--- config.mk ---
export PLATFORM = sky130hd
export DESIGN_NAME = load_hop_selector
export DESIGN_NICKNAME = d
export VERILOG_FILES = /design/src/rtl/hop_pkg.sv /design/src/rtl/hop_band_classifier.sv /design/src/rtl/hop_band_qualifier.sv /design/src/rtl/hop_period_timer.sv /design/src/rtl/load_hop_selector.sv
export SDC_FILE = /design/constraint.sdc
export NUM_CORES = 1
export LEC_CHECK = 0
export BUFFER_PORTS_ARGS = -buffer_cell sky130_fd_sc_hd__buf_2
export CORE_MARGIN = 4
export CORE_UTILIZATION = 25
export DETAILED_ROUTE_END_ITERATION = 7
export PLACE_DENSITY_LB_ADDON = 0.3
export SYNTH_ARGS = -nofsm -noshare
export SYNTH_HDL_FRONTEND = slang
export SYNTH_SLANG_ARGS = --single-unit
--- constraint.sdc ---
create_clock -name clk -period 2.6 [get_ports clk]
set_input_delay 0.52 -clock clk [delete_from_list [all_inputs] [get_ports clk]]
set_output_delay 0.52 -clock clk [all_outputs]
set_load 0.01 [all_outputs]
--- src/rtl/hop_pkg.sv ---
package hop_pkg;

  typedef enum logic [1:0] {
    BAND_LIGHT  = 2'b00,
    BAND_MEDIUM = 2'b01,
    BAND_HEAVY  = 2'b10
  } band_e;

  localparam int unsigned MIN_PERIOD = 2;

endpackage

--- src/rtl/hop_band_classifier.sv ---
// Sorts one load code into a band; equality with a threshold counts as medium.
module hop_band_classifier
  import hop_pkg::*;
#(
  parameter int unsigned LOAD_W = 10
) (
  input  logic [LOAD_W-1:0] sample,
  input  logic [LOAD_W-1:0] thr_hi,
  input  logic [LOAD_W-1:0] thr_lo,
  output band_e             cls
);

  logic above_hi;
  logic below_lo;

  assign above_hi = sample > thr_hi;
  assign below_lo = sample < thr_lo;

  always_comb begin
    if (above_hi)      cls = BAND_HEAVY;
    else if (below_lo) cls = BAND_LIGHT;
    else               cls = BAND_MEDIUM;
  end

endmodule

--- src/rtl/hop_band_qualifier.sv ---
// Confirms a band after QUAL_M consecutive valid samples of that band.
module hop_band_qualifier
  import hop_pkg::*;
#(
  parameter int unsigned QUAL_M = 4
) (
  input  logic  clk,
  input  logic  rst,
  input  logic  valid,
  input  band_e cls,
  output band_e qual
);

  localparam int unsigned SW = $clog2(QUAL_M + 1);
  localparam logic [SW-1:0] STREAK_MAX = SW'(QUAL_M);
  localparam logic [SW-1:0] STREAK_ONE = SW'(1);

  logic [SW-1:0] streak_q;
  logic [SW-1:0] streak_d;
  band_e         last_q;
  band_e         qual_q;
  logic          same_run;

  assign same_run = (cls == last_q) && (streak_q != '0);

  always_comb begin
    if (!same_run)                  streak_d = STREAK_ONE;
    else if (streak_q == STREAK_MAX) streak_d = streak_q;
    else                            streak_d = streak_q + STREAK_ONE;
  end

  always_ff @(posedge clk) begin
    if (rst) begin
      streak_q <= '0;
      last_q   <= BAND_HEAVY;
      qual_q   <= BAND_HEAVY;
    end else if (valid) begin
      streak_q <= streak_d;
      last_q   <= cls;
      if (streak_d == STREAK_MAX) qual_q <= cls;
    end
  end

  assign qual = qual_q;

endmodule

--- src/rtl/hop_period_timer.sv ---
// Counts the switching period and applies the confirmed band only at a wrap.
module hop_period_timer
  import hop_pkg::*;
#(
  parameter int unsigned PER_W = 16
) (
  input  logic             clk,
  input  logic             rst,
  input  band_e            qual,
  input  logic [PER_W-1:0] per_heavy,
  input  logic [PER_W-1:0] per_medium,
  input  logic [PER_W-1:0] per_light,
  output logic             period_start,
  output band_e            band,
  output logic             band_change,
  output logic             dcm_req
);

  localparam logic [PER_W-1:0] PER_FLOOR = PER_W'(MIN_PERIOD);
  localparam logic [PER_W-1:0] PER_ONE   = PER_W'(1);

  function automatic logic [PER_W-1:0] floor_period(input logic [PER_W-1:0] p);
    return (p < PER_FLOOR) ? PER_FLOOR : p;
  endfunction

  logic [PER_W-1:0] cnt_q;
  logic [PER_W-1:0] len_q;
  logic [PER_W-1:0] next_len;
  logic             wrap;
  logic             start_q;
  logic             chg_q;
  logic             dcm_q;
  band_e            band_q;

  always_comb begin
    unique case (qual)
      BAND_LIGHT:  next_len = floor_period(per_light);
      BAND_MEDIUM: next_len = floor_period(per_medium);
      default:     next_len = floor_period(per_heavy);
    endcase
  end

  assign wrap = (cnt_q == len_q - PER_ONE);

  always_ff @(posedge clk) begin
    if (rst) begin
      cnt_q   <= '0;
      len_q   <= floor_period(per_heavy);
      start_q <= 1'b0;
      chg_q   <= 1'b0;
      dcm_q   <= 1'b0;
      band_q  <= BAND_HEAVY;
    end else if (wrap) begin
      cnt_q   <= '0;
      len_q   <= next_len;
      start_q <= 1'b1;
      chg_q   <= (qual != band_q);
      dcm_q   <= (qual == BAND_LIGHT);
      band_q  <= qual;
    end else begin
      cnt_q   <= cnt_q + PER_ONE;
      start_q <= 1'b0;
      chg_q   <= 1'b0;
    end
  end

  assign period_start = start_q;
  assign band         = band_q;
  assign band_change  = chg_q;
  assign dcm_req      = dcm_q;

endmodule

--- src/rtl/load_hop_selector.sv ---
module load_hop_selector
  import hop_pkg::*;
#(
  parameter int unsigned LOAD_W = 10,
  parameter int unsigned PER_W  = 16,
  parameter int unsigned QUAL_M = 4
) (
  input  logic              clk,
  input  logic              rst,
  input  logic              load_valid,
  input  logic [LOAD_W-1:0] load_sample,
  input  logic [LOAD_W-1:0] thr_upper,
  input  logic [LOAD_W-1:0] thr_lower,
  input  logic [PER_W-1:0]  per_heavy,
  input  logic [PER_W-1:0]  per_medium,
  input  logic [PER_W-1:0]  per_light,
  output logic              period_start,
  output logic [1:0]        band_code,
  output logic              dcm_req,
  output logic              band_change
);

  band_e cls;
  band_e qual;
  band_e band;

  hop_band_classifier #(.LOAD_W(LOAD_W)) u_class (
    .sample (load_sample),
    .thr_hi (thr_upper),
    .thr_lo (thr_lower),
    .cls    (cls)
  );

  hop_band_qualifier #(.QUAL_M(QUAL_M)) u_qual (
    .clk   (clk),
    .rst   (rst),
    .valid (load_valid),
    .cls   (cls),
    .qual  (qual)
  );

  hop_period_timer #(.PER_W(PER_W)) u_timer (
    .clk          (clk),
    .rst          (rst),
    .qual         (qual),
    .per_heavy    (per_heavy),
    .per_medium   (per_medium),
    .per_light    (per_light),
    .period_start (period_start),
    .band         (band),
    .band_change  (band_change),
    .dcm_req      (dcm_req)
  );

  assign band_code = band;

endmodule

==> impl_metrics.env, run 1 <==
export IMPL_cts_max_path_buffers=2
export IMPL_antenna_cells=0
export IMPL_number_of_global_route_vias_before_repair=3038
export IMPL_min_period_over_period_pct=95.6
export IMPL_via_per_inst=4.75
export IMPL_globalRouteOverflowTotal=0
export IMPL_initial_standard_cell_utilization_of_the_core_pct=25.9
export IMPL_synthXorXnorAreaFrac_pct=9.24
export IMPL_groute_layer_met2_usage_pct=19.4
export IMPL_cts_tree="yes"
export IMPL_worstSetupPathType="flip-flop to flip-flop"
export IMPL_yosys_area_share_adder_pct=8.68
export IMPL_yosysWarnings=0
export IMPL_startpoint_type="flip-flop"
export IMPL_final_setup_viol_count=0
export IMPL_critPathSlowestCell="edfxtp_1"
export IMPL_worst_clock_skew_on_the_final_layout_ns=0.00730
export IMPL_hp_start="u_timer.band[0]"
export IMPL_synth_net_count=491
export IMPL_synth_simple_gate_area_share_pct=24.3
export IMPL_buffer_ports_inserted=85
export IMPL_worstPathMaxFanout=16
export IMPL_post_route_cells_drive_above_1_share_pct=26.8
export IMPL_floorplan_io_pins=86
export IMPL_grt_start_max_net_pins=31
export IMPL_post_drt_wl_per_cell_um=13.7
export IMPL_grt_first_pass_wirelength_um=14400
export IMPL_finalHoldViolCount=0
export IMPL_cts_root_buf="clkbuf_16"
export IMPL_grt_antenna_before_repair=0
export IMPL_pwr_density_cell_nw_per_um2=423
export IMPL_vias=3134
export IMPL_syn_avg_cell_area_um2=8.57
export IMPL_main_combinational_cell_family_by_area_after_synthesis="simple AND/OR/NAND/NOR gates"
export IMPL_clk_pin_slew_ns=0.06
export IMPL_grt_setup_unrepaired="yes"
export IMPL_drc=0
export IMPL_placedInstanceArea_um2=4020
export IMPL_crit_path_cell_trace="inv_1 > ha_2 > nor4b_4 > nand4b_1 > xnor2_1 > o2111ai_2 > nand4bb_4 > o21ai_4 > buf_12"
export IMPL_finalPower_w=0.00181
export IMPL_power_ir_vdd_worst_uv=302
export IMPL_synth_async_reset_ratio_pct=0
export IMPL_stdcell_area_um2=4270
export IMPL_final_common_cell="buf_2"
export IMPL_postCtsHoldBufs=0
export IMPL_synthesis_instances=387
export IMPL_grt_busiest_layer="met2"
export IMPL_startpoint="u_timer.len_q[0]"
export IMPL_chip_height_um=123
export IMPL_number_of_enable_flip_flop_cells_after_synthesis=16
export IMPL_place_detailed_hpwl_um=7470
export IMPL_worstSkewPairLatency_ns=0.29
export IMPL_cts_made_buffers=5
export IMPL_slew_viol_final=0
export IMPL_global_route_usage_total_pct=11.8
export IMPL_chipWidth_um=123
export IMPL_cp_data_required_time_ns=2.60
export IMPL_yosys_mux_area_fraction_pct=5.47
export IMPL_worstMarginPinSlew_ns=0.596
export IMPL_timing_rr_start="u_timer.len_q[0]"
export IMPL_synth_compound_gate_area_share_pct=15.5
export IMPL_dieArea_um2=15200
export IMPL_worstHoldPathType="flip-flop to flip-flop"
export IMPL_detail_route_iter0_violations=109
export IMPL_synth_seq_cells=44
export IMPL_antenna_left=0
export IMPL_gr_layer_usage_met3_pct=2.61
export IMPL_critical_path_sink_type="flip-flop"
export IMPL_minimum_clock_period_after_layout_ns=2.49
export IMPL_maxSlewHeadroom_pct=60.2
export IMPL_timing_critical_path_max_delay_family="simple AND/OR/NAND/NOR gates"
export IMPL_design_final_nets=591
export IMPL_core_area_um2=12800
export IMPL_post_synth_num_cell_types=57
export IMPL_gr_usage_met1_pct=15.7
export IMPL_seq_area_frac_synth_pct=31.4
export IMPL_critical_path_buffers_and_inverters=2
export IMPL_critPathArrivalTime_ns=2.49
export IMPL_outcome="completed"
export IMPL_tritoncts_num_sinks=44
export IMPL_cellLeakagePower_nw=1.82
export IMPL_placement_rows=41
export IMPL_drt_pass1_iter_count=4
export IMPL_worst_path_largest_cell_delay_ns=0.45
export IMPL_synthToLayoutAreaGrowth_pct=28.6
export IMPL_max_clock_freq_mhz=402
export IMPL_ys_flop_type="dfxtp_1"
export IMPL_most_used_cells_in_the_layout_excluding_fill_and_tap_cells="buf_2, nor2_1, inv_1, nand2_1, dfxtp_1"
export IMPL_routabilityCongestion=0.853
export IMPL_maxCapViolCount=0
export IMPL_htree_levels=2
export IMPL_detail_route_wirelength_um=9060
export IMPL_netlist_area_um2=3320
-- timing repair --
item | 4_1_cts | 5_1_grt
setup endpoints to repair | 0 | 35
gates resized for setup | 0 | 9
buffers inserted | 0 | 5
-- Yosys cell counts (3+ instances only) --
cell type | count | share of area [%]
nor4_1 | 10 | 1.9
edfxtp_1 | 16 | 14
nor2b_1 | 5 | 0.94
nor2_1 | 39 | 4.4
xor2_1 | 11 | 2.9
o22ai_1 | 3 | 0.57
nand4_1 | 8 | 1.5
inv_1 | 34 | 3.8
a31oi_1 | 5 | 0.94
ha_1 | 23 | 8.7
a21oi_1 | 14 | 2.1
o21ai_0 | 25 | 3.8
xnor2_1 | 24 | 6.3
mux2i_1 | 17 | 5.1
a21o_1 | 9 | 2.0
nand4b_1 | 4 | 1.1
dfxtp_1 | 28 | 17
nor3_1 | 6 | 0.91
clkbuf_1 | 7 | 0.79
nand2b_1 | 4 | 0.75
nand3_1 | 15 | 2.3
nand2_1 | 34 | 3.8
and3_1 | 6 | 1.1
-- metrics by stage --
stage          setup TNS (ns)  setup slack (ns)  utilization, %  hold WS [ns]  cells
2_1_floorplan               0            0.0477               -         0.451    387
3_3_place_gp                0            0.0635            31.4         0.478    647
3_5_place_dp                0            0.0354            31.4         0.484    647
4_1_cts                     0            0.0358            32.6         0.501    655
5_1_grt                -0.394           -0.0329            33.3         0.543    660
6_report                    0             0.113            33.3         0.499    660
-- worst register-to-register path, cell delays in order (launching register included) --
cell,delay [ns]
edfxtp_1,0.45
inv_1,0.09
ha_2,0.20
nor4b_4,0.26
nand4b_1,0.15
xnor2_1,0.24
o2111ai_2,0.18
nand4bb_4,0.25
o21ai_4,0.19
buf_12,0.17
-- worst paths after layout --
kind | end | slack, ns | cells after the start
max | u_timer.len_q[14] | 0.11 | 9
min | u_timer.band[0] | 0.50 | 2
min reg2reg | u_timer.band[0] | 0.50 | 2
max reg2reg | u_timer.len_q[14] | 0.11 | 9
-- routing by layer --
layer / part of all wire [%] / wire [µm]
met5: 0 / 0
met4: 1.5 / 136
met3: 5.7 / 513
met2: 48 / 4340
met1: 45 / 4070
-- registers in the layout, summed over array words and instances, names as in the netlist --
name	cells
u_timer.band	2
u_timer.len_q	16
u_timer.period_start	1
u_timer.cnt_q	16
u_qual.last_q	2
u_qual.qual	2
u_timer.band_change	1
u_qual.streak_q	3
u_timer.dcm_req	1
-- report_power, final --
part / internal (W) / total [W] / leakage (nW) / switching [W]
Clock: 0.000452 / 0.000713 / 0.0808 / 0.000261
Combinational: 0.000153 / 0.000321 / 1.36 / 0.000168
Sequential: 0.000741 / 0.000772 / 0.384 / 0.0000315
-- cell families (layout without fill, tap and decap cells) --
group           Yosys count  count (layout)
compound gates           77              77
xor+xnor                 35              35
fa+ha+maj                23              23
buf+inv                  45             146
flops                    44              44
mux                      18              18
simple gates            145             145
-- area by class of cell --
class | instances | area (µm²)
clock inverter | 2 | 35.0
timing repair buffer | 104 | 584
fill | 1355 | 8560
tap | 172 | 215
multi-input combinational | 298 | 2130
clock buffer | 6 | 129
inverter | 34 | 128
sequential | 44 | 1040
No activity file was read; power rests on OpenSTA's default activity.
==> inputs of run 2 (changes only) <==
--- a/config.mk
+++ b/config.mk
@@ -6,7 +6,6 @@
 export NUM_CORES = 1
 export LEC_CHECK = 0
 export BUFFER_PORTS_ARGS = -buffer_cell sky130_fd_sc_hd__buf_2
-export CORE_MARGIN = 4
 export CORE_UTILIZATION = 25
 export DETAILED_ROUTE_END_ITERATION = 7
 export PLACE_DENSITY_LB_ADDON = 0.3
==> impl_metrics.env, run 2 (synthesis gave the netlist of run 1 again) <==
export IMPL_outcome="completed"
export IMPL_routabilityCongestion=0.833
export IMPL_number_of_global_route_vias_before_repair=3132
export IMPL_worstSkewPairLatency_ns=0.29
export IMPL_core_area_um2=12800
export IMPL_worstPathMaxFanout=8
export IMPL_finalWorstSetupSlack_ns=0.0592
export IMPL_maxSlewHeadroom_pct=69.4
export IMPL_initial_standard_cell_utilization_of_the_core_pct=26.0
export IMPL_cp_data_required_time_ns=2.61
export IMPL_finalPower_w=0.00173
export IMPL_worstMarginPinSlew_ns=0.453
export IMPL_critPathArrivalTime_ns=2.55
export IMPL_startpoint_type="flip-flop"
export IMPL_place_detailed_hpwl_um=7110
export IMPL_htree_levels=2
export IMPL_maxCapViolCount=0
export IMPL_critical_path_sink_type="flip-flop"
export IMPL_seq_area_um2=1040
export IMPL_globalRouteOverflowTotal=0
export IMPL_grt_antenna_before_repair=0
export IMPL_chip_height_um=117
export IMPL_pre_cts_slack_ns=0.0302
export IMPL_post_route_cells_drive_above_1_share_pct=28.3
export IMPL_most_used_cells_in_the_layout_excluding_fill_and_tap_cells="buf_2, nor2_1, nand2_1"
export IMPL_max_clock_freq_mhz=394
export IMPL_minimum_clock_period_after_layout_ns=2.54
export IMPL_drt_pass1_iter_count=4
export IMPL_drc=0
export IMPL_final_common_cell="buf_2"
export IMPL_post_drt_wl_per_cell_um=13.6
export IMPL_nFillCells=1327
export IMPL_antenna_cells=0
export IMPL_grt_first_pass_wirelength_um=14700
export IMPL_dieArea_um2=13700
export IMPL_cts_made_buffers=5
export IMPL_buffer_ports_inserted=85
export IMPL_detail_route_wirelength_um=9000
export IMPL_pwr_density_cell_nw_per_um2=399
export IMPL_synthToLayoutAreaGrowth_pct=30.6
export IMPL_clk_pin_slew_ns=0.06
export IMPL_cts_max_path_buffers=2
export IMPL_placement_rows=41
export IMPL_fin_setup_tns_ns=0
export IMPL_global_route_usage_total_pct=13.6
export IMPL_post_place_cells=647
export IMPL_worstSetupPathType="flip-flop to flip-flop"
export IMPL_chipWidth_um=117
export IMPL_min_period_over_period_pct=97.7
export IMPL_worstHoldPathType="flip-flop to flip-flop"
export IMPL_largest_registers="u_timer.cnt_q x16, u_timer.len_q x16, u_qual.streak_q x3"
export IMPL_slew_viol_final=0
export IMPL_vias=3157
export IMPL_power_ir_vdd_worst_uv=212
export IMPL_cellLeakagePower_nw=1.84
export IMPL_design_final_nets=594
export IMPL_worst_clock_skew_on_the_final_layout_ns=0.00987
export IMPL_final_setup_viol_count=0
export IMPL_via_per_inst=4.76
export IMPL_antenna_left=0
export IMPL_floorplan_io_pins=86
export IMPL_final_cells=663
export IMPL_postCtsHoldBufs=0
export IMPL_grt_setup_unrepaired="yes"
export IMPL_detail_route_iter0_violations=133
export IMPL_tritoncts_num_sinks=44
export IMPL_finalHoldViolCount=0
export IMPL_grt_start_max_net_pins=31
export IMPL_multi_input_comb_area_um2=2180
export IMPL_cts_tree="yes"
export IMPL_cts_root_buf="clkbuf_16"
[run 2: cell count changes in the layout (fill, tap and decap cells not counted), sizes merged]
cell	change
clkinvlp	+1
clkbuf	+1
bufinv	-1
buf	+2
[run 2: layout make-up]
cell class	count	share of cell area [%]
clock buffers	6	2.97
clock inverters	2	0.289
inverters	34	2.95
multi-input cells	298	50.4
flip-flops and latches	44	24.0
well taps	172	4.97
repair buffers	107	14.4
[run 2: through the flow]
stage | hold WS [ns] | area [µm²] | util [%]
CTS | 0.505 | 4180 | 32.7
floorplan | 0.451 | 3320 | -
detailed placement | 0.486 | 4020 | 31.5
global route | 0.540 | 4330 | 33.9
global placement | 0.480 | 4020 | 31.5
finish | 0.501 | 4330 | 33.9
[run 2: report_power, final]
part	total [W]	leakage [nW]	internal, W	switching (W)
clock	0.000621	0.0669	0.000355	0.000266
combinational	0.000338	1.39	0.000161	0.000177
sequential	0.000771	0.384	0.000741	0.0000309
total	0.00173	1.84	0.00126	0.000474
[run 2: routing by layer]
layer  up-vias  GRT usage (%)  wire, µm  part of all wire (%)
met5         -              0         0                     0
met4         0           4.64       167                   1.9
met3        14           2.73       374                   4.2
met2        81           21.9      4260                    47
met1      1469           18.1      4200                    47
li1       1593              -         -                     -
[run 2: path summary, 6_finish.rpt]
| check | cells after the start | endpoint | from | slack [ns] |
|---|---|---|---|---|
| max reg2reg | 10 | u_timer.len_q[0] | u_timer.len_q[0] | 0.06 |
| max | 10 | u_timer.len_q[0] | u_timer.len_q[0] | 0.06 |
| min | 1 | u_timer.cnt_q[0] | u_timer.cnt_q[0] | 0.50 |
| min reg2reg | 1 | u_timer.cnt_q[0] | u_timer.cnt_q[0] | 0.50 |
[run 2: critical path, stage by stage, from the launching register on]
cell and delay [ns]:
edfxtp_1 0.45, inv_2 0.11, ha_4 0.15, nor4b_4 0.24, buf_4 0.16, nand4b_1 0.13
xnor2_2 0.19, nand2_2 0.11, nand4bb_4 0.26, o21ai_4 0.26, clkbuf_16 0.20
[run 2: what timing repair did]
action | in CTS | in global routing
resized for setup | 2 | 15
setup endpoints to repair | 1 | 35
setup buffers | 0 | 7
gates cloned | 0 | 1
pin swaps | 0 | 6
==> inputs of run 3 (changes only) <==
--- a/config.mk
+++ b/config.mk
@@ -6,7 +6,8 @@
 export NUM_CORES = 1
 export LEC_CHECK = 0
 export BUFFER_PORTS_ARGS = -buffer_cell sky130_fd_sc_hd__buf_2
-export CORE_UTILIZATION = 25
+export CORE_UTILIZATION = 35
+export CTS_BUF_LIST = sky130_fd_sc_hd__clkbuf_4 sky130_fd_sc_hd__clkbuf_8 sky130_fd_sc_hd__clkbuf_16
 export DETAILED_ROUTE_END_ITERATION = 7
 export PLACE_DENSITY_LB_ADDON = 0.3
 export SYNTH_ARGS = -nofsm -noshare
==> impl_metrics.env, run 3 (synthesis gave the netlist of run 1 again) <==
export IMPL_clockPowerShare_pct=28.3
export IMPL_power_ir_vdd_worst_uv=203
export IMPL_routabilityCongestion=0.892
export IMPL_initial_standard_cell_utilization_of_the_core_pct=36.1
export IMPL_finalPower_w=0.00152
export IMPL_grt_setup_unrepaired="yes"
export IMPL_setup_reg_to_reg_worst_slack_ns=0.06
export IMPL_drt_pass1_iter_count=5
export IMPL_min_period_over_period_pct=97.6
export IMPL_globalRouteOverflowTotal=0
export IMPL_outcome="completed"
export IMPL_worstSetupPathType="flip-flop to flip-flop"
export IMPL_post_drt_wl_per_cell_um=13.1
export IMPL_number_of_global_route_vias_before_repair=2915
export IMPL_slew_viol_final=0
export IMPL_cpMostUsedCell="buf_4"
export IMPL_via_per_inst=5.15
export IMPL_grt_start_max_net_pins=31
export IMPL_placement_rows=35
export IMPL_minimum_clock_period_after_layout_ns=2.54
export IMPL_htree_levels=2
export IMPL_power_share_switching_pct=28.1
export IMPL_power_share_sequential_pct=50.5
export IMPL_critical_path_buffers_and_inverters=5
export IMPL_regToRegEndpoint="u_timer.len_q[7]"
export IMPL_switchingPower_w=0.000429
export IMPL_chip_height_um=99.4
export IMPL_chipWidth_um=99.4
export IMPL_drc=0
export IMPL_comb_power_share_pct=21.2
export IMPL_finalHoldViolCount=0
export IMPL_crit_path_cell_trace="inv_1 > ha_2 > nor4b_4 > buf_4 > buf_4 > nand2_1 > nor3_1 > o22ai_2 > buf_4 > o21ai_4 > clkbuf_16"
export IMPL_buffer_ports_inserted=85
export IMPL_cts_max_path_buffers=2
export IMPL_worst_path_stages=11
export IMPL_cts_root_buf="clkbuf_8"
export IMPL_ff2ff_path_depth=11
export IMPL_final_setup_viol_count=0
export IMPL_maxCapViolCount=0
export IMPL_pwr_density_cell_nw_per_um2=367
export IMPL_clk_pin_slew_ns=0.09
export IMPL_worstMarginPinSlew_ns=0.592
export IMPL_detail_route_iter0_violations=99
export IMPL_worstPathMaxFanout=8
export IMPL_floorplan_io_pins=86
export IMPL_tritoncts_num_sinks=44
export IMPL_final_common_cell="buf_2"
export IMPL_critPathSlowestCell="edfxtp_1"
export IMPL_place_detailed_hpwl_um=6340
export IMPL_grt_antenna_before_repair=0
export IMPL_critPathArrivalTime_ns=2.56
export IMPL_timing_rr_start="u_timer.len_q[1]"
export IMPL_max_clock_freq_mhz=394
export IMPL_timing_critical_path_max_delay_family="buffers and inverters"
export IMPL_critical_path_sink_type="flip-flop"
export IMPL_timing_hold_ws_ns=0.505
export IMPL_worst_path_largest_cell_delay_ns=0.43
export IMPL_most_used_cells_in_the_layout_excluding_fill_and_tap_cells="buf_2, nor2_1, inv_1"
export IMPL_dieArea_um2=9870
export IMPL_largest_registers="u_timer.cnt_q x16, u_timer.len_q x16, u_qual.streak_q x3"
export IMPL_worst_clock_skew_on_the_final_layout_ns=0.00865
export IMPL_antenna_cells=0
export IMPL_finalWorstSetupSlack_ns=0.0614
export IMPL_maxSlewHeadroom_pct=60.5
export IMPL_startpoint="u_timer.len_q[1]"
export IMPL_startpoint_type="flip-flop"
export IMPL_global_route_usage_total_pct=16.4
export IMPL_fin_setup_tns_ns=0
export IMPL_core_area_um2=9200
export IMPL_grt_first_pass_wirelength_um=13200
export IMPL_pre_cts_slack_ns=0.0275
export IMPL_post_route_cells_drive_above_1_share_pct=27.3
export IMPL_postCtsHoldBufs=0
export IMPL_synthToLayoutAreaGrowth_pct=25.2
export IMPL_cts_made_buffers=5
export IMPL_worstSkewPairLatency_ns=0.30
export IMPL_internal_power_w=0.00110
export IMPL_worstHoldPathType="flip-flop to flip-flop"
export IMPL_worst_setup_path_endpoint="u_timer.len_q[7]"
export IMPL_vias=3117
export IMPL_cellLeakagePower_nw=1.81
export IMPL_detail_route_wirelength_um=7900
export IMPL_cts_tree="yes"
export IMPL_design_final_nets=597
export IMPL_antenna_left=0
export IMPL_cp_data_required_time_ns=2.62
run 3: changes by cell type in the layout (fill, tap and decap cells not counted), sizes merged:
cell,delta
buf,+3
run 3: final cells by class:
cell class                      count  area (µm²)
Clock buffer                        6        76.3
Clock inverter                      2        12.5
Fill cell                         922        5040
Inverter                           34         128
Multi-Input combinational cell    298        2110
Sequential cell                    44        1040
Tap cell                          111         139
Timing Repair Buffer              110         647
run 3: worst register-to-register path, delay by kind of cell (launching register included):
kind	cells	cell delay (ns)
AOI/OAI and AO/OA	2	0.39
DFF	1	0.43
adders and majority gates	1	0.18
and+or+nand+nor	3	0.51
buffers and inverters	5	0.77
run 3: what timing repair did:
item,in CTS,in global routing
setup buffers,0,8
gates resized for setup,0,5
setup endpoints to repair,0,35
endpoints found under the hold margin,0,0
run 3: metrics by stage:
| stage | util [%] | std cells | cell area [µm²] |
|---|---|---|---|
| final | 45.2 | 605 | 4150 |
| after global routing | 45.2 | 605 | 4150 |
| after CTS | 44.0 | 596 | 4050 |
| after detailed placement | 43.1 | 588 | 3960 |
| after global placement | 43.1 | 588 | 3960 |
| after floorplan | - | 387 | 3320 |
run 3: power groups by stage:
stage | combinational [W] | clock, W | sequential, W
after floorplan | 0.000180 | 0 | 0.000779
after global placement | 0.000301 | 0 | 0.000783
after detailed placement | 0.000310 | 0 | 0.000785
after CTS | 0.000312 | 0.000440 | 0.000769
after global routing | 0.000366 | 0.000468 | 0.000772
final | 0.000323 | 0.000431 | 0.000770
run 3: worst min path at each step:
| stage | start | end | slack, ns | cells past startpoint |
|---|---|---|---|---|
| floorplan | u_timer.cnt_q[0] | u_timer.cnt_q[0] | 0.45 | 1 |
| global placement | u_timer.cnt_q[0] | u_timer.cnt_q[0] | 0.49 | 1 |
| detailed placement | u_timer.cnt_q[0] | u_timer.cnt_q[0] | 0.49 | 1 |
| CTS | u_timer.band[0] | u_timer.band[0] | 0.51 | 2 |
| global route | u_timer.band[0] | u_timer.band[0] | 0.52 | 2 |
| finish | u_timer.band[0] | u_timer.band[0] | 0.51 | 2 |
run 3: routing by layer:
metal | share of wire (%) | routed length, µm | track usage [%] | vias to the layer above
li1 | - | - | - | 1597
met1 | 48 | 3820 | 22.3 | 1420
met2 | 46 | 3660 | 27.7 | 94
met3 | 5.0 | 397 | 2.53 | 6
met4 | 0.22 | 17 | 3.17 | 0
met5 | 0 | 0 | 0 | -
